`src/rtl/ack_poll_pkg.sv`:
```
// Shared types for the acknowledgement/poll supervisor.
// Assumes: two-bit frame-type code delivered by an external frame parser.
package ack_poll_pkg;
    typedef enum logic [1:0] {
        ST_IDLE    = 2'd0,
        ST_SENDING = 2'd1,
        ST_WAIT    = 2'd2,
        ST_FAILED  = 2'd3
    } link_state_e;

    localparam logic [1:0] KIND_I   = 2'b00;
    localparam logic [1:0] KIND_S   = 2'b01;
    localparam logic [1:0] KIND_U   = 2'b10;
    localparam logic [1:0] KIND_RSV = 2'b11;
endpackage

```
`src/rtl/ack_poll_timer.sv`:
```
// Prescaled down-counting response timer.
// Does: on i_load, clears the prescaler and loads i_period. While i_run is set,
// it decrements once every PRESCALE cycles. o_expire is a combinational
// one-cycle flag raised on the tick that finds the count already at zero.
// Assumes: the owner reloads or stops the timer in the cycle of o_expire.
module ack_poll_timer #(
    parameter int PRESCALE = 4,
    parameter int TMR_W    = 8
) (
    input  logic             clk,
    input  logic             rst_n,
    input  logic             i_load,
    input  logic             i_run,
    input  logic [TMR_W-1:0] i_period,
    output logic             o_expire
);
    localparam int PS_W = (PRESCALE > 1) ? $clog2(PRESCALE) : 1;
    localparam logic [PS_W-1:0] PS_LAST = PS_W'(PRESCALE - 1);

    logic [PS_W-1:0]  presc_q;
    logic [TMR_W-1:0] count_q;
    logic             tick;

    // Prescaler wraps at PRESCALE-1; this is the tick instant.
    assign tick     = (presc_q == PS_LAST);
    assign o_expire = i_run && tick && (count_q == '0);

    // Advance prescaler and count, with load taking priority.
    always_ff @(posedge clk) begin
        if (!rst_n) begin
            presc_q <= '0;
            count_q <= '0;
        end else if (i_load) begin
            presc_q <= '0;
            count_q <= i_period;
        end else if (i_run) begin
            if (tick) begin
                presc_q <= '0;
                if (count_q != '0) count_q <= count_q - 1'b1;
            end else begin
                presc_q <= presc_q + 1'b1;
            end
        end
    end
endmodule

```
`src/rtl/ack_poll_match.sv`:
```
// Acknowledgement matcher.
// Does: flags a received I or S frame whose N(R) equals the send number plus
// one, modulo 2^SEQ_W. U and reserved frame kinds never match.
// Assumes: i_valid is a single-cycle strobe from the frame parser.
module ack_poll_match
    import ack_poll_pkg::*;
#(
    parameter int SEQ_W = 3
) (
    input  logic             i_valid,
    input  logic [1:0]       i_kind,
    input  logic [SEQ_W-1:0] i_nr,
    input  logic [SEQ_W-1:0] i_ns,
    output logic             o_hit
);
    logic [SEQ_W-1:0] want_nr;
    logic             kind_ok;

    // Expected N(R) and admissible frame kinds.
    always_comb begin
        want_nr = i_ns + 1'b1;
        kind_ok = (i_kind == KIND_I) || (i_kind == KIND_S);
        o_hit   = i_valid && kind_ok && (i_nr == want_nr);
    end
endmodule

```
`src/rtl/ack_poll_retry.sv`:
```
// Poll attempt counter.
// Does: counts polls issued for the outstanding frame and reports when the
// programmed limit has been reached. Saturates at its maximum value.
// Assumes: i_clear and i_step are never both set in one cycle.
module ack_poll_retry #(
    parameter int RETRY_W = 3
) (
    input  logic               clk,
    input  logic               rst_n,
    input  logic               i_clear,
    input  logic               i_step,
    input  logic [RETRY_W-1:0] i_limit,
    output logic               o_exhausted
);
    logic [RETRY_W-1:0] polls_q;

    assign o_exhausted = (polls_q >= i_limit);

    // Count polls; clear when a new frame starts or the link resets.
    always_ff @(posedge clk) begin
        if (!rst_n) begin
            polls_q <= '0;
        end else if (i_clear) begin
            polls_q <= '0;
        end else if (i_step && (polls_q != '1)) begin
            polls_q <= polls_q + 1'b1;
        end
    end
endmodule

```
`src/rtl/ack_poll_supervisor.sv`:
```
// Single-window acknowledgement and poll retry supervisor (top).
// Does: admits one I frame at a time, times its acknowledgement, polls with
// RR/RNR on timeout up to cfg_retries times, then fails until link reset.
// Assumes: i_sent arrives once per o_iframe_req. cfg_* are stable while a
// frame is outstanding. Receive strobes are single-cycle.
module ack_poll_supervisor
    import ack_poll_pkg::*;
#(
    parameter int SEQ_W    = 3,
    parameter int TMR_W    = 8,
    parameter int RETRY_W  = 3,
    parameter int PRESCALE = 4
) (
    input  logic               clk,
    input  logic               rst_n,
    input  logic [TMR_W-1:0]   cfg_timeout,
    input  logic [RETRY_W-1:0] cfg_retries,
    input  logic               i_tx_req,
    input  logic               i_sent,
    input  logic               i_rx_valid,
    input  logic [1:0]         i_rx_kind,
    input  logic [SEQ_W-1:0]   i_rx_nr,
    input  logic               i_rx_busy,
    input  logic               i_link_reset,
    output logic               o_iframe_req,
    output logic [SEQ_W-1:0]   o_tx_ns,
    output logic               o_poll_req,
    output logic               o_poll_rnr,
    output logic               o_ack_irq,
    output logic               o_fail_irq,
    output logic               o_busy,
    output logic               o_failed
);
    link_state_e      state_q, state_d;
    logic [SEQ_W-1:0] ns_q, ns_d;
    logic             iframe_d, poll_d, rnr_d, ack_d, fail_d;
    logic             tmr_load, tmr_run, tmr_expire;
    logic             retry_clr, retry_step, retry_done;
    logic             nr_match, ack_hit;

    ack_poll_timer #(.PRESCALE(PRESCALE), .TMR_W(TMR_W)) u_timer (
        .clk      (clk),
        .rst_n    (rst_n),
        .i_load   (tmr_load),
        .i_run    (tmr_run),
        .i_period (cfg_timeout),
        .o_expire (tmr_expire)
    );

    ack_poll_match #(.SEQ_W(SEQ_W)) u_match (
        .i_valid (i_rx_valid),
        .i_kind  (i_rx_kind),
        .i_nr    (i_rx_nr),
        .i_ns    (ns_q),
        .o_hit   (nr_match)
    );

    ack_poll_retry #(.RETRY_W(RETRY_W)) u_retry (
        .clk         (clk),
        .rst_n       (rst_n),
        .i_clear     (retry_clr),
        .i_step      (retry_step),
        .i_limit     (cfg_retries),
        .o_exhausted (retry_done)
    );

    // Timer runs only while an acknowledgement is awaited.
    assign tmr_run = (state_q == ST_WAIT);
    assign ack_hit = tmr_run && nr_match;

    // Next-state and event decisions; link reset overrides everything.
    always_comb begin
        state_d    = state_q;
        ns_d       = ns_q;
        iframe_d   = 1'b0;
        poll_d     = 1'b0;
        ack_d      = 1'b0;
        fail_d     = 1'b0;
        rnr_d      = o_poll_rnr;
        tmr_load   = 1'b0;
        retry_clr  = 1'b0;
        retry_step = 1'b0;
        if (i_link_reset) begin
            state_d   = ST_IDLE;
            ns_d      = '0;
            retry_clr = 1'b1;
        end else begin
            unique case (state_q)
                ST_IDLE: begin
                    if (i_tx_req) begin
                        state_d  = ST_SENDING;
                        iframe_d = 1'b1;
                    end
                end
                ST_SENDING: begin
                    if (i_sent) begin
                        state_d   = ST_WAIT;
                        tmr_load  = 1'b1;
                        retry_clr = 1'b1;
                    end
                end
                ST_WAIT: begin
                    if (ack_hit) begin
                        state_d = ST_IDLE;
                        ns_d    = ns_q + 1'b1;
                        ack_d   = 1'b1;
                    end else if (tmr_expire) begin
                        if (retry_done) begin
                            state_d = ST_FAILED;
                            fail_d  = 1'b1;
                        end else begin
                            poll_d     = 1'b1;
                            rnr_d      = i_rx_busy;
                            retry_step = 1'b1;
                            tmr_load   = 1'b1;
                        end
                    end
                end
                ST_FAILED: begin
                    state_d = ST_FAILED;
                end
                default: state_d = ST_IDLE;
            endcase
        end
    end

    // Register state, send number and the event pulses.
    always_ff @(posedge clk) begin
        if (!rst_n) begin
            state_q      <= ST_IDLE;
            ns_q         <= '0;
            o_iframe_req <= 1'b0;
            o_poll_req   <= 1'b0;
            o_poll_rnr   <= 1'b0;
            o_ack_irq    <= 1'b0;
            o_fail_irq   <= 1'b0;
        end else begin
            state_q      <= state_d;
            ns_q         <= ns_d;
            o_iframe_req <= iframe_d;
            o_poll_req   <= poll_d;
            o_poll_rnr   <= rnr_d;
            o_ack_irq    <= ack_d;
            o_fail_irq   <= fail_d;
        end
    end

    assign o_tx_ns  = ns_q;
    assign o_busy   = (state_q != ST_IDLE);
    assign o_failed = (state_q == ST_FAILED);
endmodule

```
`config.mk`:
```
export PLATFORM = sky130hd
export DESIGN_NAME = ack_poll_supervisor
export DESIGN_NICKNAME = d
export VERILOG_FILES = /design/src/rtl/ack_poll_pkg.sv /design/src/rtl/ack_poll_timer.sv /design/src/rtl/ack_poll_match.sv /design/src/rtl/ack_poll_retry.sv /design/src/rtl/ack_poll_supervisor.sv
export SDC_FILE = /design/constraint.sdc
export NUM_CORES = 1
export LEC_CHECK = 0
export ABC_CLOCK_PERIOD_IN_PS = 2420
export BUFFER_PORTS_ARGS = -buffer_cell sky130_fd_sc_hd__buf_4
export CAP_MARGIN = 20
export CORE_ASPECT_RATIO = 0.9
export CORE_UTILIZATION = 36
export DETAILED_ROUTE_END_ITERATION = 8
export PLACE_DENSITY = 0.68
export RECOVER_POWER = 50
export SYNTH_ARGS = -nofsm -noshare
export SYNTH_HDL_FRONTEND = slang
export SYNTH_SLANG_ARGS = --single-unit
export TNS_END_PERCENT = 20
```
`constraint.sdc`:
```
create_clock -name clk -period 2.42 [get_ports clk]
set_input_delay 0.242 -clock clk [delete_from_list [all_inputs] [get_ports clk]]
set_output_delay 0.242 -clock clk [all_outputs]
set_load 0.005 [all_outputs]
```
==> summary.md <==
| Metric | Value |
|---|---|
| Iter 0 DRT Violations | 48 |
| Share of cells above drive strength 1 | 0.211 |
| Reg2reg start | state_q[0] |
| H-tree depth | 1 |
| RSZ-0062 raised after global routing | false |
| Critical Path RT | between 2000 and 3000 ps |
| I/O Pins | 33 |
| Pre-CTS setup slack | 220 ps |
| Clk buf depth | 2 |
| WHS Path Cells | 2 |
| Worst-path clk slew | 80 ps |
| Mux share of post-synthesis cell area | 0.0355 |
| Global-route wire length before repair | 4.77 mm |
| Row count | 21 |
| CP max-delay cell | dfxtp_1 |
| FMAX | roughly 0.48 GHz |
| Final Max Slew Viols | 0 |
| Largest net degree at the start of global routing | 18 |
| Worst path max stage delay | 360 ps |
| CP startpoint | state_q[0] |
| FF+latch area | 460 um^2 |
| Routed Antenna Nets | 0 |
| Vias in the first global route | 1,089 |
| Worst Path Arrival | 2250 ps |
| Core Area | 0.00373 mm^2 |
| Clk sink count | 23 |
| Worst vdd ir | 0.000226 V |
| WL/cell | 11.5 um |
| Reg2Reg Depth | 8 |
| Final Routed Wirelength | between 2 and 3 mm |
| Final Hold Fails | 0 |
| Warnings, synthesis | 0 |
| Post-synthesis sequential area ratio | 0.326 |
| CTS tree | done |
| Number of synthesized flops with an enable pin | 0 |
| Die area | between 0.004 and 0.005 mm^2 |
| Crit end category | register |
| Cts hold-fix bufs | 0 |
| Die H | ~61 um |
| Power density over the cells | 404 mW/mm^2 |
| Setup WS post-layout | roughly 330 ps |
| Via Count | 1,199 |
| Reg2reg end | o_poll_rnr |
| Critical Path, Cell by Cell | inv_1, ha_1, clkbuf_1, and3b_1, nand3b_1, nor4b_2, mux2i_1, nor2b_1 |
| Hold/Removal Path Class | input pin to register |
| Main synth FF type | dfxtp_1 |
| Clock latency on the worst-skew pair | 260 ps |
| # fillers | slightly below 400 |
| Leakage | approximately 0.8 nW |
| Seq cells post-synth | 23 |
| # Post-CTS Setup Buffers | 0 |
| Crit path time final | roughly 2100 ps |
| Initial antenna violation count | 0 |
| Vias per cell | between 4 and 5 |
| Hold-critical path endpoint | u_timer.count_q[5] |
| R2R setup slack | 330 ps |
| Crit share post-route | 0.864 |
| Yosys cell types | 39 |
| Hold Startpoint | cfg_timeout[5] |
| Synth Area in XOR/XNOR | 0.0718 |
| Post-layout net count | ~230 |
| Clock Skew | between 6 and 7 ps |
| CP Max Fanout | 10 |
| Wire length on met2 | 1.17 mm |
| Asr flop ratio synth | 0 |
| Compound-gate portion of the synthesized area | 0.146 |
| Kind of critical path | register to register |
| Mapped Nets | 198 |
| P&R area growth vs syn | 23.1% |
| DR top layer | met4 |
| Simple-gate portion of the synthesized area | 0.251 |
| Gp weighted congestion | 0.794 |
| Main combinational cell family by area after synthesis | simple AND/OR/NAND/NOR gates |
| Post-Synth Adder-Cell Area | 0.124 |
| Tightest Pin Transition | about 470 ps |
| TritonRoute pass-1 iters | 5 |
| Gate count of the mapped netlist | roughly 160 |
| Inserted Clock Buffers | 3 |
| Ant diodes | 0 |
| CP Launch Type | register |
| Initial Util | 0.378 |
| Total gr overflow | 0 |
| Max-cap violations | 0 |
| Sum Neg Setup Slack | 0 ps |
| DRC Markers | 0 |
| # port buffers | 31 |
| Met3 WL | ~140 um |
| Cell Area, Synth | roughly 0.0014 mm^2 |
| Syn avg cell area | around 9 um^2 |
| Met1 WL | 1.44 mm |
| Final Setup Violations | 0 |
| Max-Slew Margin vs Limit | 0.677 |
| Root Driver | clkbuf_8 |
| Die width | 68 um |
| Hpwl dp | roughly 2.1 mm |
| Status | finished, final reports clean |
| Area of the multi-input gates | 896 um^2 |
| GRT Total Usage | 0.152 |
-- cells in the final DEF (no fill, tap or decap), types with 5 or more instances in the layout --
| master | instances |
|---|---|
| inv_1 | 10 |
| clkbuf_4 | 8 |
| nor2_1 | 15 |
| nand3_1 | 8 |
| buf_4 | 22 |
| xor2_1 | 5 |
| nor3_1 | 7 |
| ha_1 | 14 |
| nand2_1 | 14 |
| a21oi_1 | 6 |
| dfxtp_1 | 23 |
| nand2b_1 | 5 |
| mux2i_1 | 5 |
-- state kept, by name (all words and copies together) (netlist names) --
signal           cells
u_timer.count_q      8
o_tx_ns              3
u_retry.polls_q      3
state_q              2
u_timer.presc_q      2
o_ack_irq            1
o_fail_irq           1
o_iframe_req         1
o_poll_req           1
o_poll_rnr           1
-- worst max path at each step --
stage	endpoint	slack, ps	cells past startpoint
4_1_cts	u_timer.count_q[6]	200	6
3_5_place_dp	u_timer.count_q[6]	220	6
5_1_grt	o_poll_rnr	160	8
6_report	o_poll_rnr	330	8
3_3_place_gp	u_timer.count_q[4]	260	6
2_1_floorplan	o_poll_rnr	600	8
-- per-stage QoR --
stage | util | instances | total power [mW] | hold WS, ps | area, um^2
floorplan | - | 161 | 0.434 | 363 | 1410
global placement | 0.455 | 236 | 0.475 | 474 | 1700
detailed placement | 0.455 | 236 | 0.476 | 485 | 1700
CTS | 0.467 | 240 | 0.718 | 207 | 1740
global route | 0.466 | 240 | 0.740 | 218 | 1740
finish | 0.466 | 240 | 0.703 | 213 | 1740
-- power breakdown --
group | switching [mW] | internal [mW] | total, mW | leakage (nW)
registers | 0.00325 | 0.381 | 0.385 | 0.186
logic | 0.0380 | 0.0431 | 0.0811 | 0.567
clock network | 0.122 | 0.115 | 0.237 | 0.0255
-- critical path: cells and delay by family, from the launching register on --
kind / cells / cell delay [ps]
simple gates: 4 / 760
buf+inv: 2 / 470
flops: 1 / 360
mux: 1 / 220
fa+ha+maj: 1 / 180
-- what timing repair did --
action / in CTS / in global routing
endpoints found under the setup margin: 0 / 2
resized for setup: 0 / 1
hold endpoints to repair: 0 / 0
-- Yosys cell counts (all sizes together) (2+ instances only) --
library cell,number,area share
a21o,2,0.011
a21oi,6,0.021
a31oi,2,0.013
and4,2,0.012
buf,2,0.011
clkbuf,3,0.0080
dfxtp,23,0.33
ha,14,0.12
inv,10,0.027
mux2i,5,0.035
nand2,14,0.037
nand2b,5,0.022
nand3,8,0.028
nand4,3,0.013
nor2,15,0.040
nor2b,2,0.0089
nor3,7,0.025
nor4,3,0.024
o211a,3,0.021
o211ai,3,0.016
o21ai,7,0.030
o31ai,2,0.011
xnor2,4,0.025
xor2,5,0.031
-- per-layer routing --
| metal | global-route usage | up-vias |
|---|---|---|
| met5 | 0 | - |
| met4 | 0.0536 | 0 |
| met3 | 0.0333 | 2 |
| met2 | 0.242 | 34 |
| met1 | 0.204 | 528 |
| li1 | - | 635 |
-- final cells by class --
type | count | share of cell area
clock buffers | 3 | 0.0238
clock inverters | 1 | 0.00288
inverters | 10 | 0.0216
multi-input cells | 123 | 0.515
flip-flops and latches | 23 | 0.265
well taps | 46 | 0.0331
repair buffers | 34 | 0.138
-- kinds of logic (layout without fill, tap and decap cells) --
kind of cell	after synthesis	in the layout
and+or+nand+nor	65	65
muxes	5	5
DFF	23	23
xor gates and xnor gates	10	10
adders and majority gates	14	14
AOI/OAI and AO/OA	29	29
buffers and inverters	15	48
Note: power is estimated with default switching activity, not from simulation.
